**config.mk**
```make
export PLATFORM = sky130hd
export DESIGN_NAME = cellword_tx
export DESIGN_NICKNAME = d
export VERILOG_FILES = /design/src/rtl/cwtx_pkg.sv /design/src/rtl/cwtx_phase_ctr.sv /design/src/rtl/cwtx_word_store.sv /design/src/rtl/cwtx_ctrl.sv /design/src/rtl/cwtx_line_drv.sv /design/src/rtl/cellword_tx.sv
export SDC_FILE = /design/constraint.sdc
export NUM_CORES = 1
export LEC_CHECK = 0
export BUFFER_PORTS_ARGS = -buffer_cell sky130_fd_sc_hd__buf_2
export CAP_MARGIN = 30
export CORE_UTILIZATION = 40
export CTS_CLUSTER_SIZE = 24
export DETAILED_ROUTE_END_ITERATION = 10
export GPL_TIMING_DRIVEN = 0
export PLACE_DENSITY = 0.65
export SYNTH_ARGS = -nofsm -noshare
export SYNTH_HDL_FRONTEND = slang
export SYNTH_SLANG_ARGS = --single-unit
export TNS_END_PERCENT = 20
```
**constraint.sdc**
```tcl
create_clock -name clk -period 2.8 [get_ports clk]
set_clock_uncertainty 0.05 [all_clocks]
set_input_delay 0.14 -clock clk [delete_from_list [all_inputs] [get_ports clk]]
set_output_delay 0.14 -clock clk [all_outputs]
set_load 0.01 [all_outputs]
```
**src/rtl/cwtx_pkg.sv**
```systemverilog
// Shared types for the cell-coded serial word transmitter.
// Assumes nothing beyond a synchronous design on one clock.
package cwtx_pkg;

    // Controller states
    typedef enum logic [1:0] {
        CT_IDLE = 2'd0,
        CT_SEND = 2'd1,
        CT_TAIL = 2'd2
    } ctl_state_e;

    // Position inside one four-tick bit cell
    typedef enum logic [1:0] {
        PH_LOW    = 2'd0,
        PH_DATA_A = 2'd1,
        PH_DATA_B = 2'd2,
        PH_HIGH   = 2'd3
    } cell_phase_e;

endpackage

```
**src/rtl/cwtx_phase_ctr.sv**
```systemverilog
// Tracks the tick position inside a bit cell.
// Assumes: adv is asserted only on tick cycles of an active transfer;
// clr restarts the cell at its low phase.
module cwtx_phase_ctr
    import cwtx_pkg::*;
(
    input  logic        clk,
    input  logic        rst_n,
    input  logic        clr,
    input  logic        adv,
    output cell_phase_e phase,
    output logic        cell_end
);

    cell_phase_e phase_q;

    // Purpose: step through the four phases, wrapping after the high phase
    always_ff @(posedge clk) begin
        if (!rst_n || clr) begin
            phase_q <= PH_LOW;
        end else if (adv) begin
            case (phase_q)
                PH_LOW:    phase_q <= PH_DATA_A;
                PH_DATA_A: phase_q <= PH_DATA_B;
                PH_DATA_B: phase_q <= PH_HIGH;
                default:   phase_q <= PH_LOW;
            endcase
        end
    end

    assign phase    = phase_q;
    assign cell_end = adv && (phase_q == PH_HIGH);

endmodule

```
**src/rtl/cwtx_word_store.sv**
```systemverilog
// Holds the captured word and the number of cells still to send.
// Assumes: load and shift are never high together.
// The current bit is always word bit 0, and the word shifts right once per cell.
module cwtx_word_store #(
    parameter int MAX_BITS = 86,
    parameter int CNT_W    = $clog2(MAX_BITS + 1)
) (
    input  logic                clk,
    input  logic                rst_n,
    input  logic                load,
    input  logic                shift,
    input  logic [MAX_BITS-1:0] data_in,
    input  logic [CNT_W-1:0]    count_in,
    output logic                cur_bit,
    output logic                last_cell,
    output logic                zero_req
);

    localparam logic [CNT_W-1:0] CAP     = CNT_W'(MAX_BITS);
    localparam int               CNT_TOP = (1 << CNT_W) - 1;

    logic [MAX_BITS-1:0] word_q;
    logic [CNT_W-1:0]    rem_q;
    logic [CNT_W-1:0]    eff_cnt;

    // Purpose: limit the requested count to the word width when the field can exceed it
    generate
        if (CNT_TOP > MAX_BITS) begin : g_clamp
            assign eff_cnt = (count_in > CAP) ? CAP : count_in;
        end else begin : g_pass
            assign eff_cnt = count_in;
        end
    endgenerate

    // Purpose: capture the word at start, then drop one bit per finished cell
    always_ff @(posedge clk) begin
        if (!rst_n) begin
            word_q <= '0;
            rem_q  <= '0;
        end else if (load) begin
            word_q <= data_in;
            rem_q  <= eff_cnt;
        end else if (shift) begin
            word_q <= word_q >> 1;
            rem_q  <= rem_q - CNT_W'(1);
        end
    end

    assign cur_bit   = word_q[0];
    assign last_cell = (rem_q == CNT_W'(1));
    assign zero_req  = (count_in == '0);

endmodule

```
**src/rtl/cwtx_ctrl.sv**
```systemverilog
// Transfer controller.
// Accepts a start only while idle and runs cells until the last one ends.
// It then waits one more tick, so that the final high phase keeps its full length, before pulsing done.
// Assumes tick_en is a single-cycle enable.
module cwtx_ctrl
    import cwtx_pkg::*;
(
    input  logic clk,
    input  logic rst_n,
    input  logic start,
    input  logic tick_en,
    input  logic zero_req,
    input  logic cell_end,
    input  logic last_cell,
    output logic load,
    output logic advance,
    output logic busy,
    output logic done
);

    ctl_state_e state_q, state_d;
    logic       done_q, done_d;

    // Purpose: next-state and strobe decode
    always_comb begin
        state_d = state_q;
        done_d  = 1'b0;
        load    = 1'b0;
        case (state_q)
            CT_IDLE: begin
                if (start) begin
                    if (zero_req) begin
                        done_d = 1'b1;
                    end else begin
                        load    = 1'b1;
                        state_d = CT_SEND;
                    end
                end
            end
            CT_SEND: begin
                if (cell_end && last_cell) begin
                    state_d = CT_TAIL;
                end
            end
            CT_TAIL: begin
                if (tick_en) begin
                    done_d  = 1'b1;
                    state_d = CT_IDLE;
                end
            end
            default: state_d = CT_IDLE;
        endcase
    end

    // Purpose: state and done registers
    always_ff @(posedge clk) begin
        if (!rst_n) begin
            state_q <= CT_IDLE;
            done_q  <= 1'b0;
        end else begin
            state_q <= state_d;
            done_q  <= done_d;
        end
    end

    assign advance = (state_q == CT_SEND) && tick_en;
    assign busy    = (state_q != CT_IDLE);
    assign done    = done_q;

endmodule

```
**src/rtl/cwtx_line_drv.sv**
```systemverilog
// Registered line driver.
// On each advancing tick it drives the level that belongs to the current phase.
// Otherwise it holds the line. Reset leaves the line high.
module cwtx_line_drv
    import cwtx_pkg::*;
(
    input  logic        clk,
    input  logic        rst_n,
    input  logic        adv,
    input  cell_phase_e phase,
    input  logic        cur_bit,
    output logic        line
);

    logic line_q;

    // Purpose: map the cell phase to a line level, only on tick cycles
    always_ff @(posedge clk) begin
        if (!rst_n) begin
            line_q <= 1'b1;
        end else if (adv) begin
            case (phase)
                PH_LOW:    line_q <= 1'b0;
                PH_DATA_A: line_q <= cur_bit;
                PH_DATA_B: line_q <= cur_bit;
                default:   line_q <= 1'b1;
            endcase
        end
    end

    assign line = line_q;

endmodule

```
**src/rtl/cellword_tx.sv**
```systemverilog
// Top level of the cell-coded serial word transmitter.
// Sends bit 0 first. Each bit is a four-tick cell: low, bit, bit, high.
// Assumes tick_en comes from the same clock domain as clk.
module cellword_tx
    import cwtx_pkg::*;
#(
    parameter int MAX_BITS = 86,
    parameter int CNT_W    = $clog2(MAX_BITS + 1)
) (
    input  logic                clk,
    input  logic                rst_n,
    input  logic                tick_en,
    input  logic                start,
    input  logic [MAX_BITS-1:0] data_in,
    input  logic [CNT_W-1:0]    bit_count,
    output logic                line_out,
    output logic                busy,
    output logic                done
);

    logic        load, advance, cell_end, cur_bit, last_cell, zero_req;
    cell_phase_e phase;

    cwtx_ctrl u_ctrl (
        .clk       (clk),
        .rst_n     (rst_n),
        .start     (start),
        .tick_en   (tick_en),
        .zero_req  (zero_req),
        .cell_end  (cell_end),
        .last_cell (last_cell),
        .load      (load),
        .advance   (advance),
        .busy      (busy),
        .done      (done)
    );

    cwtx_phase_ctr u_phase (
        .clk      (clk),
        .rst_n    (rst_n),
        .clr      (load),
        .adv      (advance),
        .phase    (phase),
        .cell_end (cell_end)
    );

    cwtx_word_store #(
        .MAX_BITS (MAX_BITS),
        .CNT_W    (CNT_W)
    ) u_store (
        .clk       (clk),
        .rst_n     (rst_n),
        .load      (load),
        .shift     (cell_end),
        .data_in   (data_in),
        .count_in  (bit_count),
        .cur_bit   (cur_bit),
        .last_cell (last_cell),
        .zero_req  (zero_req)
    );

    cwtx_line_drv u_line (
        .clk     (clk),
        .rst_n   (rst_n),
        .adv     (advance),
        .phase   (phase),
        .cur_bit (cur_bit),
        .line    (line_out)
    );

endmodule

```
==> results of run 1 <==
[per-layer routing]
layer / vias up / part of all wire
li1: 2130 / -
met3: 18 / 0.046
met5: - / 0
met1: 2072 / 0.46
met2: 133 / 0.48
met4: 0 / 0.018
[through the flow]
| stage | setup WS [ns] | power (W) | utilization | hold WS, ns | instance area, sq um |
|---|---|---|---|---|---|
| floorplan | 1.16 | 0.00177 | - | 0.179 | 4270 |
| global placement | 0.835 | 0.00190 | 0.478 | 0.349 | 4940 |
| detailed placement | 0.809 | 0.00191 | 0.478 | 0.351 | 4940 |
| CTS | 0.787 | 0.00284 | 0.539 | 0.000104 | 5570 |
| global route | 0.601 | 0.00295 | 0.540 | 0.00383 | 5580 |
| finish | 0.793 | 0.00281 | 0.540 | 0.0164 | 5580 |
[Yosys cell counts, types with 2 or more instances]
cell,number,share of area
dfxtp_1,99,0.46
a21oi_1,91,0.11
nand3_1,91,0.11
a22oi_1,85,0.15
clkbuf_1,19,0.017
buf_2,14,0.016
buf_1,8,0.0070
nand2_1,8,0.0070
inv_1,7,0.0061
buf_6,6,0.016
ha_1,5,0.015
nor2_1,5,0.0044
nor3_1,5,0.0059
a21o_1,3,0.0053
a31oi_1,3,0.0044
xor2_1,3,0.0061
and4b_1,2,0.0047
buf_4,2,0.0035
mux2i_1,2,0.0047
nand4b_1,2,0.0041
nor4_1,2,0.0029
o21ai_1,2,0.0023
o32ai_1,2,0.0041
[report_power, final]
group / total [W] / leakage, nW / switching [W] / internal, W
Sequential: 0.00153 / 0.812 / 0.0000470 / 0.00149
Clock: 0.000878 / 0.0915 / 0.000504 / 0.000374
Combinational: 0.000400 / 1.24 / 0.000200 / 0.000200
[cell type report]
type | count | area (sq um) | area share
Multi-Input combinational cell | 328 | 2010 | 0.361
Sequential cell | 99 | 1980 | 0.355
Timing Repair Buffer | 144 | 946 | 0.170
Buffer | 49 | 254 | 0.0455
Tap cell | 136 | 170 | 0.0305
Clock buffer | 11 | 151 | 0.0271
Clock inverter | 5 | 37.5 | 0.00673
Inverter | 7 | 26.3 | 0.00471
[sequential cells by signal, indices dropped and copies added (netlist names)]
register	cells
u_store.word_q	86
u_store.rem_q	7
u_ctrl.state_q	2
u_phase.phase	2
u_ctrl.done	1
u_line.line	1
[cells by family (layout without fill, tap and decap cells)]
group                      Yosys count  count (layout)
buffers and inverters               56             216
xor gates and xnor gates             4               4
AOI/OAI and AO/OA                  192             192
adders and majority gates            5               5
muxes                                2               2
and+or+nand+nor                    125             125
DFF                                 99              99
[placed cells by master (no fill, tap or decap), drive strengths merged, types with 3 or more instances in the layout]
| cell | count |
|---|---|
| xor2 | 3 |
| nor2 | 5 |
| ha | 5 |
| nor3 | 6 |
| o21ai | 3 |
| buf | 129 |
| dfxtp | 99 |
| a21oi | 92 |
| inv | 7 |
| a21o | 3 |
| a22oi | 85 |
| dlygate4sd3 | 45 |
| a31oi | 3 |
| clkbuf | 30 |
| clkinv | 3 |
| nor4 | 3 |
| nand2 | 8 |
| nand3 | 91 |
[worst max-delay path, delay by kind of cell (launching register included)]
family	cells	cell delay, ns
buffers and inverters	3	0.90
DFF	1	0.34
adders and majority gates	1	0.25
and+or+nand+nor	2	0.24
AOI/OAI and AO/OA	1	0.15
[worst max path at each step]
stage / from / to / slack [ns] / cells past startpoint
6_report: u_phase.phase[0] / u_store.rem_q[4] / 0.79 / 7
5_1_grt: u_phase.phase[1] / u_store.word_q[40] / 0.60 / 6
4_1_cts: u_phase.phase[0] / u_store.rem_q[4] / 0.79 / 7
3_5_place_dp: u_phase.phase[1] / u_store.word_q[7] / 0.81 / 7
3_3_place_gp: u_phase.phase[0] / u_store.rem_q[4] / 0.83 / 7
2_1_floorplan: u_ctrl.state_q[1] / u_store.rem_q[4] / 1.16 / 5
[what timing repair did]
| item | 4_1_cts | 5_1_grt |
|---|---|---|
| setup buffers | 0 | 0 |
| hold endpoints to repair | 44 | 1 |
| gates resized for setup | 0 | 0 |
| hold buffers | 44 | 1 |
==> impl_metrics.csv, run 1 <==
group,metric,value,unit
status,status,"finished clean",
global_routing,grt_pass1_wl,19.2,mm
global_routing,antenna_found_initial,0,
synthesis,synth_nets,585,
synthesis,synth_compound_gate_area_share,0.286,
cells_and_area,layout.nets,740,
setup_path,crit_required,3.03,ns
global_routing,use_met2,0.349,
clock_tree,cts.reportedPaths.clkPinSlew,0.09,ns
hold_path,min_from,"data_in[46]",
global_routing,grt-ovfl-total,0,
placement,portBuffers,99,
setup_path,cpMaxStageDelayCell,"buf_1",
setup_path,crit_fanout,10,
pwr,leakage,2.15,nW
setup_path,crit_path_end_kind,"flip-flop",
cells_and_area,syn_to_final_growth,30.5,%
pwr,irDropWorstVdd,0.000281,V
synthesis,ys_ff_latch,99,
synthesis,synth_xor_area_frac,0.00820,
synthesis,syn_area,4270,sq um
die,die_area,11100,sq um
clock_tree,cts_inserted_buffers,9,
synthesis,synth_top_family_by_area,"compound AO/OA/AOI/OAI gates",
global_routing,grt_pass1_vias,4206,
cells_and_area,fillers,992,
synthesis,synthAdderAreaFrac,0.0146,
placement,hpwl,7.54,mm
detailed_routing,drtIter0Drc,293,
die,rows,37,
detailed_routing,drt_wl_total,11.6,mm
global_routing,groute.usage.overall,0.212,
synthesis,async_flop_share,0,
clock_tree,cts_tree,"done",
timing,min_period,2.01,ns
timing,finalSetupViolations,0,
timing,fmax,498,MHz
synthesis,yosys_warnings,0,
clock_tree,cts_sinks,99,
synthesis,yosys.area_share.simple,0.157,
global_routing,top_usage_layer,"met2",
detailed_routing,ant_nets,0,
synthesis,ys_seq_area_frac,0.464,
global_routing,grt_max_degree,17,
detailed_routing,drc_errors,0,
timing,min_period_over_period,0.717,
setup_path,timing.rr.end,"u_store.rem_q[4]",
placement,place_congestion,0.834,
clock_tree,htree_levels,3,
cells_and_area,instances_no_fill,779,
setup_path,slowest_delay,0.39,ns
setup_path,worstRegToRegCells,7,
job,cap_violations,0,
global_routing,grtUsageMet1,0.278,
cells_and_area,antennaDiodeCount,0,
timing,rsz0062_at_grt,"false",
die,die_x,105,um
cells_and_area,drive_above_1_share,0.222,
setup_path,crit_arrival,2.24,ns
setup_path,r2r_slack,0.79,ns
synthesis,synthMuxAreaShare,0.00468,
detailed_routing,viasPerCell,5.59,
synthesis,syn_area_per_cell,8.85,sq um
setup_path,timing.rr.start,"u_phase.phase[0]",
synthesis,synth_cells,483,
timing,hold_violations,0,
die,initial_core_util,0.414,
setup_path,critPathLaunchType,"flip-flop",
clock_tree,cts_buffer_depth,2,
hold_path,whs_endpoint,"u_store.word_q[46]",
synthesis,synth_flop_cell,"dfxtp_1",
timing,finalMaxSlewViolations,0,
pwr,p_per_area,504,nW/um^2
hold_path,hold-path-cell-count,3,
global_routing,use_met3,0.0303,
setup_path,cp_common_cell,"buf_2",
detailed_routing,drt_pass1_iterations,6,
synthesis,synth_cell_types,40,
die,boundaryPins,100,
die,core,10300,sq um
detailed_routing,wl_per_cell,14.9,um
die,die_height,105,um
timing,relSlewSlack,0.597,
clock_tree,clock_latency,0.36,ns
detailed_routing,route.vias.total,4353,
placement,place_inst,718,
setup_path,crit_chain,"ha_1 > nand4b_1 > buf_2 > buf_2 > buf_1 > o32ai_1 > nor3_1",
synthesis,synth_edf_count,0,
hold_path,min_path_type,"input pin to flip-flop",
timing,max_slew.worst_pin.slew,0.605,ns
timing,fin_tns_setup,0,ns
clock_tree,clock-root-buffer,"clkbuf_8",
setup_path,critical_path_class,"flip-flop to flip-flop",
No activity file was read; power rests on OpenSTA's default activity.
==> run 2, diff against run 1 <==
--- a/config.mk
+++ b/config.mk
@@ -5,13 +5,14 @@
 export SDC_FILE = /design/constraint.sdc
 export NUM_CORES = 1
 export LEC_CHECK = 0
+export ABC_AREA = 1
 export BUFFER_PORTS_ARGS = -buffer_cell sky130_fd_sc_hd__buf_2
 export CAP_MARGIN = 30
 export CORE_UTILIZATION = 40
 export CTS_CLUSTER_SIZE = 24
 export DETAILED_ROUTE_END_ITERATION = 10
 export GPL_TIMING_DRIVEN = 0
-export PLACE_DENSITY = 0.65
+export PLACE_DENSITY = 0.67
 export SYNTH_ARGS = -nofsm -noshare
 export SYNTH_HDL_FRONTEND = slang
 export SYNTH_SLANG_ARGS = --single-unit
==> constraint.sdc (replaced) <==
create_clock -name clk -period 1.8 [get_ports clk]
set_clock_uncertainty 0.05 [all_clocks]
set_input_delay 0.09 -clock clk [delete_from_list [all_inputs] [get_ports clk]]
set_output_delay 0.09 -clock clk [all_outputs]
set_load 0.01 [all_outputs]
==> impl_metrics.csv, run 2 <==
group,metric,value,unit
cells_and_area,fillers,1051,
synthesis,ys_ff_latch,99,
detailed_routing,wl_per_cell,12.7,um
detailed_routing,viasPerCell,4.89,
detailed_routing,drc_errors,0,
setup_path,crit_arrival,1.96,ns
placement,hpwl,8.59,mm
die,initial_core_util,0.419,
cells_and_area,syn_to_final_growth,34.1,%
cells_and_area,multi_input_area,2300,sq um
detailed_routing,ant_nets,0,
job,cap_violations,0,
die,core,11000,sq um
die,die_x,109,um
cells_and_area,antennaDiodeCount,0,
die,rows,38,
timing,relSlewSlack,0.667,
clock_tree,cts_buffer_depth,2,
hold_path,min_path_type,"input pin to flip-flop",
synthesis,yosys_warnings,0,
detailed_routing,drt_pass1_iterations,7,
synthesis,syn_area_per_cell,6.84,sq um
setup_path,r2r_slack,0.12,ns
synthesis,synth_common_cells,"276 x nand2_1, 99 x dfxtp_1, 80 x a21oi_1, 43 x nor2_1, 33 x inv_1",
timing,min_period,1.74,ns
synthesis,synth_top_area_cell,"dfxtp_1",
timing,fmax,575,MHz
timing,max_slew.worst_pin.slew,0.500,ns
setup_path,crit_path_end_kind,"flip-flop",
clock_tree,cts.reportedPaths.clkPinSlew,0.07,ns
cells_and_area,final_cell_area,6190,sq um
timing,hold_violations,0,
setup_path,crit_path_end,"u_store.word_q[6]",
setup_path,critPathLaunchType,"input pin",
detailed_routing,route.vias.total,4777,
global_routing,grt_max_degree,16,
setup_path,timing.rr.end,"u_store.word_q[31]",
setup_path,timing.rr.start,"u_phase.phase[1]",
detailed_routing,drtIter0Drc,349,
global_routing,grt-ovfl-total,0,
global_routing,grt_pass1_wl,19.7,mm
cells_and_area,top_register,"u_store.word_q",
setup_path,crit_required,2.02,ns
clock_tree,cts_inserted_buffers,9,
placement,placedInstanceArea,5290,sq um
setup_path,startpoint,"bit_count[0]",
timing,hold_ws,0.00299,ns
detailed_routing,drt_wl_total,12.4,mm
cells_and_area,final_common_cell,"nand2_1",
setup_path,worstRegToRegCells,10,
clock_tree,cts_sinks,99,
synthesis,ys_top_cells_by_area,"dfxtp_1 43%, nand2_1 22%, a21oi_1 8.7%",
die,boundaryPins,100,
timing,rsz0062_at_grt,"true",
cells_and_area,seqCellArea,1980,sq um
global_routing,grt_pass1_vias,4375,
setup_path,critical_path_class,"input pin to flip-flop",
global_routing,groute.usage.overall,0.211,
setup_path,crit_fanout,10,
synthesis,synth_top_area_share,0.429,
placement,place_congestion,0.800,
status,status,"finished clean",
synthesis,synth_cells,675,
synthesis,async_flop_share,0,
synthesis,synth_nets,777,
clock_tree,htree_levels,3,
pwr,leakage,2.97,nW
cells_and_area,drive_above_1_share,0.196,
pwr,p_per_area,877,nW/um^2
synthesis,synth_edf_count,0,
synthesis,syn_area,4620,sq um
synthesis,synth_flop_cell,"dfxtp_1",
synthesis,yosysMostFrequentCell,"nand2_1",
cells_and_area,largest_register_ffs,86,
cells_and_area,layout.nets,934,
synthesis,ys_seq_area_frac,0.429,
timing,min_period_over_period,0.967,
timing,finalSetupViolations,0,
die,die_area,12000,sq um
cells_and_area,reg_top3,"u_store.word_q: 86 flops, u_store.rem_q: 7 flops",
synthesis,synth_cell_types,28,
clock_tree,cts_tree,"done",
timing,finalMaxSlewViolations,0,
global_routing,antenna_found_initial,0,
clock_tree,clock_latency,0.34,ns
clock_tree,clock-root-buffer,"clkbuf_16",
placement,portBuffers,99,
cells_and_area,layout_common_cells,"275 x nand2_1, 103 x buf_2, 99 x dfxtp_1",
die,die_height,109,um
pwr,irDropWorstVdd,0.000612,V
run 2: changes by cell type in the layout (fill, tap and decap cells not counted), sizes merged, moves of 4 or more:
cell	before	now
o21ai	3	36
a21oi	92	80
nand3	91	26
nor2	5	50
nor3	6	2
a22oi	85	17
inv	7	35
buf	129	125
nand2	8	277
run 2: metrics by stage:
step                      setup TNS (ns)  setup slack, ns  cells  utilization  total power, W
after global routing             -0.0905          -0.0148    977        0.561         0.00568
after global placement                 0           0.0694    914        0.479         0.00315
after floorplan                        0            0.339    675            -         0.00291
after CTS                              0           0.0218    971        0.548         0.00543
after detailed placement               0           0.0293    914        0.479         0.00317
final                                  0           0.0602    977        0.561         0.00543
run 2: worst min-delay path by stage:
stage	from	to	slack [ns]	depth (start not counted)
CTS	data_in[29]	u_store.word_q[29]	0.00008	5
global placement	data_in[85]	u_store.word_q[85]	0.31	3
global route	data_in[82]	u_store.word_q[82]	0.008	3
detailed placement	data_in[85]	u_store.word_q[85]	0.31	3
floorplan	bit_count[0]	u_store.rem_q[0]	0.18	2
finish	data_in[74]	u_store.word_q[74]	0.003	3
run 2: final cells by class:
type / count / area share
Tap cell: 140 / 0.0283
Buffer: 41 / 0.0455
Multi-Input combinational cell: 501 / 0.371
Clock buffer: 13 / 0.0453
Timing Repair Buffer: 145 / 0.158
Inverter: 35 / 0.0212
Clock inverter: 3 / 0.0109
Sequential cell: 99 / 0.320
run 2: timing repair:
action,4_1_cts,5_1_grt
hold buffers,41,1
buffers inserted,0,4
resized for setup,0,24
endpoints found under the hold margin,40,1
endpoints found under the setup margin,0,68
run 2: power breakdown:
group	switching, W	internal, W	leakage (nW)
Clock	0.000822	0.00137	0.168
Sequential	0.0000804	0.00234	0.815
Combinational	0.000438	0.000379	1.99
Total	0.00134	0.00409	2.97
run 2: per-layer routing:
layer | share of wire | vias to the layer above | wire (um) | track usage
li1 | - | 2475 | - | -
met3 | 0.044 | 13 | 550 | 0.0421
met4 | 0.014 | 0 | 174 | 0.0676
met1 | 0.49 | 2178 | 6020 | 0.275
met2 | 0.45 | 111 | 5630 | 0.349
met5 | 0 | - | 0 | 0
run 2: logic make-up after synthesis:
group | count (synthesis) | synth area share
AND/OR/NAND/NOR | 357 | 0.310
flip-flops | 99 | 0.429
buffers and inverters | 76 | 0.0827
adder cells (fa/ha/maj) | 5 | 0.0136
AO/OA/AOI/OAI | 137 | 0.162
XOR/XNOR | 1 | 0.00190
run 2: critical path: stages:
cell	delay (ns)
dlygate4sd3_1	0.55
buf_6	0.13
nor2_4	0.09
nand2_2	0.08
nor2_4	0.15
nor2_4	0.06
buf_12	0.14
nor2_8	0.19
buf_8	0.14
buf_8	0.13
nand2_1	0.07
a21oi_2	0.13
==> run 3, diff against run 2 <==
--- a/config.mk
+++ b/config.mk
@@ -5,14 +5,14 @@
 export SDC_FILE = /design/constraint.sdc
 export NUM_CORES = 1
 export LEC_CHECK = 0
-export ABC_AREA = 1
 export BUFFER_PORTS_ARGS = -buffer_cell sky130_fd_sc_hd__buf_2
 export CAP_MARGIN = 30
+export CORE_MARGIN = 4
 export CORE_UTILIZATION = 40
 export CTS_CLUSTER_SIZE = 24
 export DETAILED_ROUTE_END_ITERATION = 10
 export GPL_TIMING_DRIVEN = 0
-export PLACE_DENSITY = 0.67
+export PLACE_DENSITY = 0.68
 export SYNTH_ARGS = -nofsm -noshare
 export SYNTH_HDL_FRONTEND = slang
 export SYNTH_SLANG_ARGS = --single-unit
==> impl_metrics.csv, run 3 (synthesized netlist as in run 1, its figures left out) <==
group,metric,value,unit
status,status,"finished clean",
die,die_x,111,um
pwr,p_per_area,726,nW/um^2
timing,finalSetupViolations,0,
die,rows,37,
die,die_area,12400,sq um
placement,place_congestion,0.842,
clock_tree,clock-root-buffer,"clkbuf_8",
detailed_routing,viasPerCell,5.47,
timing,hold_violations,0,
detailed_routing,wl_per_cell,14.8,um
detailed_routing,wl_met1,5.49,mm
timing,fmax,586,MHz
cells_and_area,syn_to_final_growth,43.1,%
setup_path,crit_fanout,10,
setup_path,worstRegToRegCells,6,
global_routing,groute.usage.overall,0.195,
clock_tree,clock_latency,0.36,ns
hold_path,hold-path-cell-count,3,
setup_path,critical_path_class,"flip-flop to flip-flop",
detailed_routing,drc_errors,0,
pwr,finalPower,0.00444,W
setup_path,timing.rr.start,"u_ctrl.state_q[1]",
detailed_routing,met3_length,517,um
setup_path,crit_path_end,"u_store.word_q[76]",
cells_and_area,fillers,911,
detailed_routing,drt_wl_total,12.2,mm
timing,hold_ws,0.0617,ns
placement,portBuffers,99,
setup_path,startpoint,"u_ctrl.state_q[1]",
die,initial_core_util,0.412,
timing,min_period_over_period,0.947,
clock_tree,cts_buffer_depth,2,
cells_and_area,largest_register_ffs,86,
setup_path,crit_path_end_kind,"flip-flop",
detailed_routing,wl_met2,5.92,mm
clock_tree,cts_inserted_buffers,9,
cells_and_area,multi_input_area,2020,sq um
global_routing,grt_pass1_wl,20.5,mm
clock_tree,cts_sinks,99,
global_routing,antenna_found_initial,0,
global_routing,grt_max_degree,19,
cells_and_area,instances_no_fill,825,
global_routing,grt-ovfl-total,0,
hold_path,min_path_type,"input pin to flip-flop",
cells_and_area,reg_top3,"u_store.word_q: 86 flops, u_store.rem_q: 7 flops",
placement,hpwl,7.78,mm
setup_path,r2r_slack,0.09,ns
setup_path,crit_required,2.04,ns
setup_path,crit_arrival,1.94,ns
detailed_routing,ant_nets,0,
job,cap_violations,0,
detailed_routing,drt_pass1_iterations,6,
timing,max_slew.worst_pin.slew,0.521,ns
setup_path,timing.rr.end,"u_store.word_q[76]",
pwr,irDropWorstVdd,0.000451,V
die,die_height,111,um
clock_tree,htree_levels,3,
pwr,leakage,2.40,nW
cells_and_area,top_register,"u_store.word_q",
detailed_routing,drtIter0Drc,397,
timing,relSlewSlack,0.652,
cells_and_area,layout.nets,786,
setup_path,critPathLaunchType,"flip-flop",
cells_and_area,layout_common_cells,"105 x buf_2, 97 x dfxtp_1, 91 x nand3_1, 91 x a21oi_1, 90 x dlygate4sd3_1",
cells_and_area,drive_above_1_share,0.242,
global_routing,grt_pass1_vias,4424,
cells_and_area,final_common_cell,"buf_2",
timing,min_period,1.71,ns
timing,rsz0062_at_grt,"true",
die,boundaryPins,100,
die,core,10400,sq um
cells_and_area,antennaDiodeCount,0,
placement,place_inst,718,
detailed_routing,top_layer_used,"met4",
detailed_routing,route.vias.total,4510,
clock_tree,cts.reportedPaths.clkPinSlew,0.11,ns
cells_and_area,seqCellArea,1980,sq um
clock_tree,cts_tree,"done",
timing,finalMaxSlewViolations,0,
-- run 3: cell count changes in the layout (fill, tap and decap cells not counted), sizes merged, moves of 7 or more --
cell	previous run	this run
o21ai	36	3
a22oi	17	85
inv	35	11
nand2	277	8
a21oi	80	92
dlygate4sd3	42	90
buf	125	118
clkbuf	32	40
nand3	26	91
nor2	50	5
-- run 3: how the worst min path moves through the flow --
| stage | start | endpoint | slack, ns |
|---|---|---|---|
| 2_1_floorplan | rst_n | u_line.line | 0.13 |
| 3_3_place_gp | data_in[85] | u_store.word_q[85] | 0.30 |
| 3_5_place_dp | rst_n | u_line.line | 0.30 |
| 4_1_cts | bit_count[0] | u_store.rem_q[0] | 0.04 |
| 5_1_grt | bit_count[0] | u_store.rem_q[0] | 0.05 |
| 6_report | bit_count[0] | u_store.rem_q[0] | 0.06 |
-- run 3: worst max-delay path, stage by stage (launching register included) --
cell and delay (ns):
dfxtp_2 0.37, or3b_4 0.44, a21oi_4 0.16, buf_4 0.18, clkbuf_4 0.21, a22oi_1 0.08, a21oi_1 0.14
-- run 3: area by class of cell --
class,count,area share
timing repair buffer,191,0.231
buffer,48,0.0520
inverter,7,0.00430
multi-input combinational,328,0.331
sequential,99,0.324
clock buffer,9,0.0203
clock inverter,7,0.00941
tap,136,0.0278
-- run 3: stage by stage --
| stage | utilization | setup slack, ns | instance area [sq um] | TNS [ns] |
|---|---|---|---|---|
| detailed placement | 0.476 | -0.208 | 4940 | -8.65 |
| global route | 0.590 | -0.00300 | 6120 | -0.00583 |
| CTS | 0.583 | -0.137 | 6050 | -4.02 |
| global placement | 0.476 | -0.191 | 4940 | -5.27 |
| finish | 0.590 | 0.0950 | 6120 | 0 |
| floorplan | - | 0.159 | 4270 | 0 |
-- run 3: routing by layer --
metal,GRT usage,vias up
met3,0.0315,21
met4,0.0673,0
li1,-,2225
met1,0.252,2128
met5,0,-
met2,0.332,136
-- run 3: repair_timing --
action | 4_1_cts | 5_1_grt
resized for setup | 7 | 47
endpoints found under the setup margin | 92 | 93
pin swaps | 0 | 0
hold buffers | 90 | 0
endpoints found under the hold margin | 90 | 0
setup buffers | 2 | 0
-- run 3: power by group --
part	total [W]	internal (W)	switching, W	leakage [nW]
Clock	0.00134	0.000522	0.000817	0.0833
Sequential	0.00239	0.00231	0.0000713	0.813
Combinational	0.000713	0.000386	0.000327	1.50
Total	0.00444	0.00322	0.00121	2.40
